$ cat src/rtl/acc_alu_pkg.sv
// Shared types for the accumulator ALU: operation classes, function codes,
// rotate modes and the packed condition-register layout.
package acc_alu_pkg;

    typedef enum logic [1:0] {
        CLS_TWO = 2'b00,
        CLS_ROT = 2'b01,
        CLS_INC = 2'b10,
        CLS_DEC = 2'b11
    } op_class_e;

    typedef enum logic [2:0] {
        FN_ADD = 3'b000,
        FN_ADC = 3'b001,
        FN_SUB = 3'b010,
        FN_SBB = 3'b011,
        FN_AND = 3'b100,
        FN_XOR = 3'b101,
        FN_OR  = 3'b110,
        FN_CMP = 3'b111
    } alu_fn_e;

    typedef enum logic [1:0] {
        ROT_LCIRC = 2'b00,
        ROT_RCIRC = 2'b01,
        ROT_LTHRU = 2'b10,
        ROT_RTHRU = 2'b11
    } rot_mode_e;

    typedef struct packed {
        logic sgn;
        logic zro;
        logic par;
        logic cry;
    } cond_t;

endpackage

$ cat src/rtl/acc_alu_arith.sv
// Two-operand function unit. It computes add/sub (with optional carry or
// borrow in) and the bitwise functions. Compare returns the difference.
// Assumes cin is the stored carry flag; carry out is the borrow for
// subtract-type functions and 0 for the bitwise functions.
module acc_alu_arith
    import acc_alu_pkg::*;
#(
    parameter int W = 8
) (
    input  logic [W-1:0] a,
    input  logic [W-1:0] b,
    input  logic         cin,
    input  alu_fn_e      fn,
    output logic [W-1:0] y,
    output logic         cout
);
    localparam int EW = W + 1;

    logic          use_cin;
    logic [EW-1:0] ext_a;
    logic [EW-1:0] ext_b;
    logic [EW-1:0] ext_c;
    logic [EW-1:0] sum;
    logic [EW-1:0] dif;

    // Widen the operands by one bit so the top bit carries the carry or borrow
    always_comb begin
        use_cin = (fn == FN_ADC) || (fn == FN_SBB);
        ext_a   = {1'b0, a};
        ext_b   = {1'b0, b};
        ext_c   = {{W{1'b0}}, use_cin & cin};
        sum     = ext_a + ext_b + ext_c;
        dif     = ext_a - ext_b - ext_c;
    end

    // Select the function output and its carry
    always_comb begin
        unique case (fn)
            FN_ADD, FN_ADC: begin
                y    = sum[W-1:0];
                cout = sum[W];
            end
            FN_SUB, FN_SBB, FN_CMP: begin
                y    = dif[W-1:0];
                cout = dif[W];
            end
            FN_AND: begin
                y    = a & b;
                cout = 1'b0;
            end
            FN_XOR: begin
                y    = a ^ b;
                cout = 1'b0;
            end
            default: begin
                y    = a | b;
                cout = 1'b0;
            end
        endcase
    end

endmodule

$ cat src/rtl/acc_alu_rot.sv
// Single-position accumulator rotator. It has two circular modes and two
// modes that rotate through the carry flag. Assumes cin is the stored carry.
module acc_alu_rot
    import acc_alu_pkg::*;
#(
    parameter int W = 8
) (
    input  logic [W-1:0] a,
    input  logic         cin,
    input  rot_mode_e    mode,
    output logic [W-1:0] y,
    output logic         cout
);
    // Pick the bit entering the vacated end and the bit leaving to carry
    always_comb begin
        unique case (mode)
            ROT_LCIRC: begin
                y    = {a[W-2:0], a[W-1]};
                cout = a[W-1];
            end
            ROT_RCIRC: begin
                y    = {a[0], a[W-1:1]};
                cout = a[0];
            end
            ROT_LTHRU: begin
                y    = {a[W-2:0], cin};
                cout = a[W-1];
            end
            default: begin
                y    = {cin, a[W-1:1]};
                cout = a[0];
            end
        endcase
    end

endmodule

$ cat src/rtl/acc_alu_step.sv
// Register increment/decrement by one, modulo 2**W. It has no carry output
// by design: the caller keeps the carry flag unchanged for these operations.
module acc_alu_step #(
    parameter int W = 8
) (
    input  logic [W-1:0] val,
    input  logic         down,
    output logic [W-1:0] y
);
    // Add or subtract one
    always_comb begin
        y = down ? (val - W'(1)) : (val + W'(1));
    end

endmodule

$ cat src/rtl/acc_alu.sv
// Accumulator ALU top. It decodes the operation class and routes the
// operands to the two-operand unit, the rotator or the step unit. It then
// builds the next condition register and registers the result, the
// write-back strobe and the flags. Assumes acc_in and opnd are stable while
// op_valid is high; the reset is synchronous and active low.
module acc_alu
    import acc_alu_pkg::*;
#(
    parameter int DATA_W = 8
) (
    input  logic              clk,
    input  logic              rst_n,
    input  logic              op_valid,
    input  logic [1:0]        op_class,
    input  logic [2:0]        op_fn,
    input  logic [DATA_W-1:0] acc_in,
    input  logic [DATA_W-1:0] opnd,
    input  logic              flag_we,
    output logic [DATA_W-1:0] res,
    output logic              res_we,
    output logic [3:0]        flags
);
    localparam int MSB = DATA_W - 1;

    op_class_e         cls;
    alu_fn_e           fn;
    rot_mode_e         rmode;
    cond_t             cond_q;
    cond_t             cond_d;
    logic [DATA_W-1:0] two_y;
    logic              two_c;
    logic [DATA_W-1:0] rot_y;
    logic              rot_c;
    logic [DATA_W-1:0] step_y;
    logic [DATA_W-1:0] nxt_y;
    logic              is_cmp;
    logic [DATA_W-1:0] res_q;
    logic              we_q;

    // Cast the plain input codes into the package types
    always_comb begin
        cls   = op_class_e'(op_class);
        fn    = alu_fn_e'(op_fn);
        rmode = rot_mode_e'(op_fn[1:0]);
    end

    acc_alu_arith #(.W(DATA_W)) u_two (
        .a    (acc_in),
        .b    (opnd),
        .cin  (cond_q.cry),
        .fn   (fn),
        .y    (two_y),
        .cout (two_c)
    );

    acc_alu_rot #(.W(DATA_W)) u_rot (
        .a    (acc_in),
        .cin  (cond_q.cry),
        .mode (rmode),
        .y    (rot_y),
        .cout (rot_c)
    );

    acc_alu_step #(.W(DATA_W)) u_step (
        .val  (opnd),
        .down (cls == CLS_DEC),
        .y    (step_y)
    );

    // Choose the class result and whether it is written back
    always_comb begin
        is_cmp = (cls == CLS_TWO) && (fn == FN_CMP);
        unique case (cls)
            CLS_TWO: nxt_y = two_y;
            CLS_ROT: nxt_y = rot_y;
            default: nxt_y = step_y;
        endcase
    end

    // Build the next condition register from the class-specific update mask
    always_comb begin
        cond_d = cond_q;
        unique case (cls)
            CLS_TWO: begin
                cond_d.cry = two_c;
                cond_d.sgn = nxt_y[MSB];
                cond_d.zro = (nxt_y == '0);
                cond_d.par = ~^nxt_y;
            end
            CLS_ROT: begin
                cond_d.cry = rot_c;
            end
            default: begin
                cond_d.sgn = nxt_y[MSB];
                cond_d.zro = (nxt_y == '0);
                cond_d.par = ~^nxt_y;
            end
        endcase
    end

    // Register the result, the write strobe and the condition register
    always_ff @(posedge clk) begin
        if (!rst_n) begin
            res_q  <= '0;
            we_q   <= 1'b0;
            cond_q <= '0;
        end else begin
            we_q <= op_valid && !is_cmp;
            if (op_valid) begin
                res_q <= nxt_y;
            end
            if (op_valid && flag_we) begin
                cond_q <= cond_d;
            end
        end
    end

    // Drive the outputs from the registers
    always_comb begin
        res    = res_q;
        res_we = we_q;
        flags  = cond_q;
    end

endmodule

$ cat config.mk
export PLATFORM = sky130hd
export DESIGN_NAME = acc_alu
export DESIGN_NICKNAME = d
export VERILOG_FILES = /design/src/rtl/acc_alu_pkg.sv /design/src/rtl/acc_alu_arith.sv /design/src/rtl/acc_alu_rot.sv /design/src/rtl/acc_alu_step.sv /design/src/rtl/acc_alu.sv
export SDC_FILE = /design/constraint.sdc
export NUM_CORES = 1
export LEC_CHECK = 0
export ABC_AREA = 1
export BUFFER_PORTS_ARGS = -buffer_cell sky130_fd_sc_hd__clkbuf_2
export CELL_PAD_IN_SITES_DETAIL_PLACEMENT = 0
export CELL_PAD_IN_SITES_GLOBAL_PLACEMENT = 1
export CORE_MARGIN = 2
export CORE_UTILIZATION = 45
export CTS_BUF_LIST = sky130_fd_sc_hd__clkbuf_4
export DETAILED_ROUTE_END_ITERATION = 6
export HOLD_SLACK_MARGIN = 0.03
export PLACE_DENSITY = 0.94
export SETUP_SLACK_MARGIN = 0.4
export SYNTH_ARGS = -nofsm -noshare
export SYNTH_HDL_FRONTEND = slang
export SYNTH_SLANG_ARGS = --single-unit
$ cat constraint.sdc
create_clock -name clk -period 5.1 [get_ports clk]
set_input_delay 1.02 -clock clk [delete_from_list [all_inputs] [get_ports clk]]
set_output_delay 1.02 -clock clk [all_outputs]
set_load 0.05 [all_outputs]
==> results of run 1 <==
[critical path, cell delays in order]
cell	delay (ns)
clkbuf_2	0.26
nand3_1	0.17
fa_1	0.45
fa_1	0.45
or2_4	0.28
nand2_1	0.05
and2_0	0.13
nor3_2	0.04
o21ai_1	0.07
nand3_1	0.13
and3_2	0.22
ha_1	0.30
xnor2_1	0.20
a21oi_1	0.09
o21ai_0	0.08
a21oi_1	0.08
[placed cells by master, fill, tap and decap left out, drive strengths merged]
master / instances
a21o: 1
a21oi: 30
a31oi: 2
a41oi: 1
and2: 1
and3: 2
clkbuf: 41
clkinv: 1
dfxtp: 13
fa: 5
ha: 40
inv: 82
nand2: 98
nand3: 51
nand3b: 5
nand4: 19
nor2: 30
nor3: 2
o21a: 2
o21ai: 32
o221ai: 2
or2: 3
xnor2: 1
xor2: 2
[logic make-up after synthesis]
| logic type | count (synthesis) | synth area share |
|---|---|---|
| xor+xnor | 3 | 0.0100 |
| simple gates | 211 | 0.370 |
| flops | 13 | 0.0995 |
| buf+inv | 91 | 0.148 |
| fa+ha+maj | 45 | 0.230 |
| compound gates | 70 | 0.142 |
[flip-flops by register name, indices dropped and copies added (netlist names)]
name / flops
flags: 4
res: 8
res_we: 1
[cells in the mapped netlist]
master	count	area (um2)
nand2_1	97	364
inv_1	81	304
nand3_1	51	255
ha_1	40	500
o21ai_0	31	155
a21oi_1	30	150
nor2_1	27	101
nand4_1	19	119
dfxtp_1	13	260
fa_1	5	100
nand3b_1	5	37.5
a31oi_1	2	12.5
clkbuf_8	2	27.5
nor2_4	2	22.5
o21a_1	2	15.0
o221ai_1	2	17.5
or2_2	2	12.5
xor2_1	2	17.5
a21o_1	1	7.51
a41oi_1	1	8.76
and2_0	1	6.26
and3_1	1	6.26
and3_2	1	7.51
buf_2	1	5.00
buf_4	1	7.51
buf_6	1	11.3
clkbuf_1	1	3.75
clkdlybuf4s15_2	1	11.3
clkinv_2	1	5.00
dlygate4sd1_1	1	8.76
inv_2	1	3.75
nand2_2	1	6.26
nor2_2	1	6.26
nor3_1	1	5.00
nor3_2	1	10.0
o21ai_1	1	5.00
or2_4	1	8.76
xnor2_1	1	8.76
[area by class of cell]
class | count | area [um2]
repair buffers | 37 | 185
flip-flops and latches | 13 | 260
multi-input cells | 329 | 1970
well taps | 72 | 90.1
inverters | 83 | 313
fillers | 606 | 2730
clock buffers | 4 | 30.0
[per-layer routing]
layer / part of all wire / routed length (um) / global-route usage / up-vias
met1: 0.46 / 3420 / 0.327 / 1308
met3: 0.086 / 632 / 0.0382 / 0
met4: 0 / 0 / 0.0153 / 0
met2: 0.45 / 3310 / 0.393 / 111
li1: - / - / - / 1490
met5: 0 / 0 / 0 / -
[worst max-delay path by stage]
stage	to	slack, ns	cells past startpoint
detailed placement	flags[1]	1.01	16
global route	flags[1]	1.04	16
floorplan	flags[1]	1.40	16
CTS	flags[1]	1.31	16
global placement	flags[1]	1.09	16
finish	flags[1]	1.24	16
[power breakdown]
part	leakage, nW	switching (mW)	total (mW)	internal [mW]
combinational	1.52	0.207	0.313	0.106
sequential	0.107	0.00461	0.115	0.110
clock	0.0184	0.0336	0.0693	0.0357
==> results.cfg, run 1 <==
[run_status]
run_status = finished, violations left
violations = DRC

[global_routing]
grt_antenna_before_repair = 0
grtUsageTotal = 0.233
grt_max_degree = 19
overflow = 0
grt_pass1_vias = 2598
grt_pass1_wl_um = 12000

[drt]
wire_per_inst_um = 13.7
totalWireLength_um = 7370
drt_iter0_drc = 241
dr.pass1.iters = 7
num_vias = 2909
antenna_left = 0
viasPerCell = 5.41
drc_errors = 1

[critical_path]
crit_type = in -> reg
end_kind = register
worstSetupStartpointType = input port
cp.required_ns = 5.26
r2r-start = flags[0]
rrSetupSlack_ns = 1.82
rr_endpoint = flags[1]
rr_worst_depth = 15
worstPathArrival_ns = 4.02
crit_fanout = 15
crit_start = op_fn[0]

[placement]
place_congestion = 0.940
dp.cells = 534
placed_area_mm2 = 0.00282
hpwlAfterDp_um = 6220
pre_cts_ws_ns = 1.01
io_buffer_count = 37

[timing]
hold_viol_final = 0
period_minus_slack_ns = 3.86
rsz0062_at_grt = no
fin_crit_sh = 0.757
slew_headroom = 0.707
finalSetupTns_ns = 0
finalClockSkew_ns = 0.00229
tightest_slew_ns = 0.439
setup_viol = 0
fmax_mhz = 259
holdWs_ns = 0.499
slew_viol_final = 0
postLayoutSetupSlackWorst_ns = 1.24

[die]
core.rowCount = 27
die_x_um = 80.2
die_h_um = 80.2
start_util = 0.469
ios = 38
core_area_mm2 = 0.00557
die_area_mm2 = 0.00644

[clocking]
clockBufferDepth = 2
cts_resized = 0
root_buffer = clkbuf_4
numCtsBuffers = 3
cts_setup_buffers = 0
htree_levels = 1
clk_latency_ns = 0.28
cts.clk_slew.worst_paths_ns = 0.08
cts_tree = done
cts_hold_buf = 0
cts.sinks = 13

[synth]
synth_area_mm2 = 0.00262
synth_fp_nets = 503
synth_warnings = 0
avgSynthCellArea_um2 = 6.04
ys_seq_area_frac = 0.0995
syn_inst = 433
ys_seq_elements = 13
yosys.cell_types.count = 38

[finish]
stdcell_area_mm2 = 0.00285
fin_util = 0.510
antenna_cells = 0
nets = 537
final_cells = 538
final_layout_size_suffix_gt1_frac = 0.112
syn2layout_area_growth_pct = 8.80

[power]
power_leakage_nw = 1.64
peakVddDrop_v = 0.000109
power_mw = 0.497
power_density_mw_per_mm2 = 175

[worst_hold_path]
min_from = flags[1]
hp-class = reg -> reg
worstHoldEndpoint = flags[1]
hold_path_depth = 2

[job]
cap_violations = 0
(Power assumes the default switching activity.)
==> inputs of run 2 (changes only) <==
CORE_UTILIZATION = 41   (was 45)
PLACE_DENSITY = 0.88   (was 0.94)
clock period = 3.9 ns   (was 5.1 ns; I/O delays follow)
==> run 2 against run 1 <==
Effect of this change:
- the flow now finishes without violations
- core utilization shrank 3.7 points
- total power grew 37%
- clock skew grew 0.00073 ns
- worst hold slack lost 0.020 ns
- sequential cell count is the same
- global-route usage shrank 1.1 points
- setup slack lost 0.69 ns
- sequential power grew 30%
- non-clock buffer count grew 3
- count of clock-buffer cells in the layout is the same
- die area grew 9.3%
- critical path type unchanged
- critical endpoint unchanged
==> results.cfg, run 2 (same netlist as run 1, synthesis figures left out) <==
[timing]
tightest_slew_ns = 0.419
slew_headroom = 0.721
slew_viol_final = 0
fmax_mhz = 299
finalClockSkew_ns = 0.00303
period_minus_slack_ns = 3.35
finalSetupTns_ns = 0
hold_viol_final = 0
rsz0062_at_grt = no
fin_crit_sh = 0.858
setup_viol = 0

[run_status]
run_status = complete, no violations

[worst_hold_path]
hp-class = reg -> reg

[clocking]
root_buffer = clkbuf_4
htree_levels = 1
cts.sinks = 13
cts_tree = done
numCtsBuffers = 3
cts.clk_slew.worst_paths_ns = 0.07
clk_latency_ns = 0.28
cts_hold_buf = 0
clockBufferDepth = 2

[die]
ios = 38
core_area_mm2 = 0.00624
die_x_um = 83.9
die_area_mm2 = 0.00703
core.rowCount = 29
die_h_um = 83.9
start_util = 0.419

[drt]
wire_per_inst_um = 14.2
drt_iter0_drc = 229
drc_errors = 0
viasPerCell = 5.37
antenna_left = 0
num_vias = 2932
dr.pass1.iters = 5
totalWireLength_um = 7730

[finish]
antenna_cells = 0
final_layout_size_suffix_gt1_frac = 0.147
syn2layout_area_growth_pct = 13.1
fin_util = 0.474
final_cells = 546
largest_reg_flops = 8
nets = 540
final_cell_mix = nand2_1, inv_1, nand3_1
stdcell_area_mm2 = 0.00296
final_common_cell = nand2_1

[global_routing]
grtUsageTotal = 0.223
grt_antenna_before_repair = 0
grt_pass1_wl_um = 12900
grt_pass1_vias = 2655
overflow = 0
grt_max_degree = 19

[placement]
io_buffer_count = 37
dp.cells = 541
placed_area_mm2 = 0.00284
hpwlAfterDp_um = 6380
place_congestion = 0.933

[power]
power_leakage_nw = 1.67
power_density_mw_per_mm2 = 230
peakVddDrop_v = 0.000144

[job]
cap_violations = 0

[critical_path]
end_kind = register
crit_type = in -> reg
cp.required_ns = 4.11
worstPathArrival_ns = 3.56
worstSetupStartpointType = input port
crit_fanout = 3
run 2: changes by cell type in the layout (fill, tap and decap cells not counted), sizes merged:
| cell | previous run | this run |
|---|---|---|
| buf | 0 | 3 |
run 2: path summary, 6_finish.rpt:
check / from / endpoint / slack [ns] / depth (start not counted)
min: flags[1] / flags[1] / 0.48 / 2
max reg2reg: flags[0] / flags[1] / 0.69 / 15
max: op_fn[2] / flags[1] / 0.55 / 17
min reg2reg: flags[1] / flags[1] / 0.48 / 2
run 2: final cells by class:
cell class	instances	area [um2]
repair buffers	40	208
well taps	77	96.3
clock buffers	4	30.0
flip-flops and latches	13	260
inverters	83	313
multi-input cells	329	2050
fillers	668	3280
run 2: stage by stage:
stage                     setup slack, ns  hold WS (ns)  total power [mW]
final                               0.554         0.479             0.679
after global routing                0.387         0.532             0.744
after CTS                           0.456         0.481             0.651
after detailed placement            0.168         0.469             0.558
after global placement              0.224         0.466             0.554
after floorplan                     0.441         0.484             0.456
run 2: routing by layer:
metal / up-vias / global-route usage / wire, um
met2: 104 / 0.369 / 3530
met3: 6 / 0.0247 / 539
met1: 1331 / 0.318 / 3600
met4: 0 / 0.0337 / 68
met5: - / 0 / 0
li1: 1491 / - / -
run 2: repair_timing:
item                       CTS  global route
setup endpoints to repair    0             1
buffers inserted             0             1
gates resized for setup      0            18
run 2: where the power goes:
part | switching (mW) | leakage [nW] | internal, mW
logic | 0.282 | 1.55 | 0.157
clock network | 0.0444 | 0.0184 | 0.0467
registers | 0.00613 | 0.107 | 0.144
run 2: critical path, stage by stage:
cell and delay (ns):
clkbuf_2 0.10, inv_2 0.09, nand3_2 0.10, fa_2 0.45, fa_2 0.42, or2_4 0.26
nand2_1 0.05, and2_0 0.14, nor3_2 0.04, o21ai_1 0.07, nand3_1 0.14, and3_4 0.21
ha_4 0.24, xnor2_2 0.13, a21oi_1 0.14, o21ai_1 0.08, a21oi_1 0.11
==> inputs of run 3 (changes only) <==
CORE_MARGIN = 1.5   (was 2)
==> run 3 against run 2 <==
Effect of this change:
- worst hold slack gained 0.0079 ns
- core utilization grew 1.1 points
- combinational power shrank 2%
- die area shrank 2.4%
- fmax shrank 0.95%
- largest power group unchanged
- clock skew shrank 0.0024 ns
- count of clock-buffer cells in the layout is the same
- wire length shrank 0.72%
- global-route usage shrank 0.24 points
- non-clock buffer count shrank 1
- cell count shrank 0.55%
- via count grew 0.14%
==> results.cfg, run 3 (same netlist as run 1, synthesis figures left out) <==
[clocking]
numCtsBuffers = 3
htree_levels = 1
root_buffer = clkbuf_4
cts_tree = done
cts.clk_slew.worst_paths_ns = 0.08
cts.sinks = 13
clk_latency_ns = 0.28
cts_setup_buffers = 0
clockBufferDepth = 2

[run_status]
run_status = complete, no violations

[die]
die_h_um = 82.9
start_util = 0.434
ios = 38
die_area_mm2 = 0.00687
core.rowCount = 28
die_x_um = 82.9
core_area_mm2 = 0.00603

[timing]
setup_viol = 0
slew_headroom = 0.719
tightest_slew_ns = 0.421
holdWs_ns = 0.487
period_minus_slack_ns = 3.38
slew_viol_final = 0
fin_crit_sh = 0.866
finalSetupTns_ns = 0
hold_viol_final = 0
postLayoutSetupSlackWorst_ns = 0.522
fmax_mhz = 296
finalClockSkew_ns = 0.000653
rsz0062_at_grt = no

[finish]
fill_cells = 694
stdcell_area_mm2 = 0.00292
final_common_cell = nand2_1
fin_util = 0.485
syn2layout_area_growth_pct = 11.8
final_cell_mix = nand2_1, inv_1, nand3_1
final_cells = 543
antenna_cells = 0
largest_reg_flops = 8
nets = 539
final_layout_size_suffix_gt1_frac = 0.137

[global_routing]
grt_pass1_wl_um = 12700
grt_antenna_before_repair = 0
grt_max_degree = 19
overflow = 0
grtUsageTotal = 0.220
grt_pass1_vias = 2683

[drt]
drc_errors = 0
drt_iter0_drc = 211
num_vias = 2936
antenna_left = 0
dr.pass1.iters = 5
totalWireLength_um = 7670
viasPerCell = 5.41
wire_per_inst_um = 14.1

[worst_hold_path]
worstHoldEndpoint = flags[1]
hold_path_depth = 2
hp-class = reg -> reg
min_from = flags[1]

[placement]
hpwlAfterDp_um = 6340
pre_cts_ws_ns = 0.186
io_buffer_count = 37
placed_area_mm2 = 0.00283
dp.cells = 539
place_congestion = 0.950

[critical_path]
r2r-start = flags[0]
rrSetupSlack_ns = 0.67
rr_worst_depth = 15
end_kind = register
max_stage_delay_ns = 0.45
crit_fanout = 3
worstPathArrival_ns = 3.59
crit_slowest_cell = fa_2
crit_type = in -> reg
rr_endpoint = flags[1]
worstSetupStartpointType = input port
cp.required_ns = 4.11
path_cells = clkbuf_2, inv_4, nand3_2, fa_2, fa_2, or2_4, nand2_1, and2_0, nor3_2, o21ai_1, nand3_1, and3_2, ha_4, xnor2_2, a21oi_1, o21ai_0, a21oi_1

[power]
combinationalPowerShare = 0.641
p_sw_frac = 0.491
power_leakage_nw = 1.66
power_mw = 0.671
peakVddDrop_v = 0.000186
pwr-share-seq = 0.223
p_switching_mw = 0.329
clkPwrFrac = 0.136
p_int_mw = 0.341
power_density_mw_per_mm2 = 230

[job]
cap_violations = 0
run 3: worst max-delay path, delay by kind of cell:
family          cells  cell delay [ns]
buf+inv             2             0.19
fa+ha+maj           3             1.11
simple gates        7             0.94
compound gates      4             0.43
xor+xnor            1             0.13
run 3: what timing repair did:
item                       4_1_cts  5_1_grt
setup endpoints to repair        0        1
gates resized for setup          0       12
hold buffers                     0        0
run 3: power by group through the flow:
| stage | Clock, mW | Combinational, mW | Sequential (mW) |
|---|---|---|---|
| final | 0.0914 | 0.430 | 0.150 |
| after global routing | 0.101 | 0.484 | 0.151 |
| after floorplan | 0 | 0.266 | 0.190 |
| after detailed placement | 0 | 0.406 | 0.153 |
| after global placement | 0 | 0.402 | 0.153 |
| after CTS | 0.0934 | 0.408 | 0.150 |
run 3: area by class of cell:
class                   instances  area [um2]  share of cell area
multi-input cells             329        2020               0.692
clock buffers                   4        30.0              0.0103
inverters                      83         315               0.108
well taps                      75        93.8              0.0321
repair buffers                 39         200              0.0685
flip-flops and latches         13         260              0.0890
run 3: metal layers:
| metal | vias to the layer above | track usage | wire length (um) |
|---|---|---|---|
| li1 | 1491 | - | - |
| met1 | 1338 | 0.322 | 3720 |
| met2 | 98 | 0.362 | 3470 |
| met3 | 9 | 0.0249 | 427 |
| met4 | 0 | 0.0182 | 61 |
| met5 | - | 0 | 0 |
run 3: worst max-delay path by stage:
stage             start  endpoint  slack (ns)  depth (start not counted)
6_report       op_fn[2]  flags[1]        0.52                         17
5_1_grt        op_fn[2]  flags[1]        0.34                         19
4_1_cts        op_fn[2]  flags[1]        0.48                         17
3_5_place_dp   op_fn[2]  flags[1]        0.19                         17
3_3_place_gp   op_fn[2]  flags[1]        0.22                         17
2_1_floorplan  op_fn[0]  flags[1]        0.44                         16
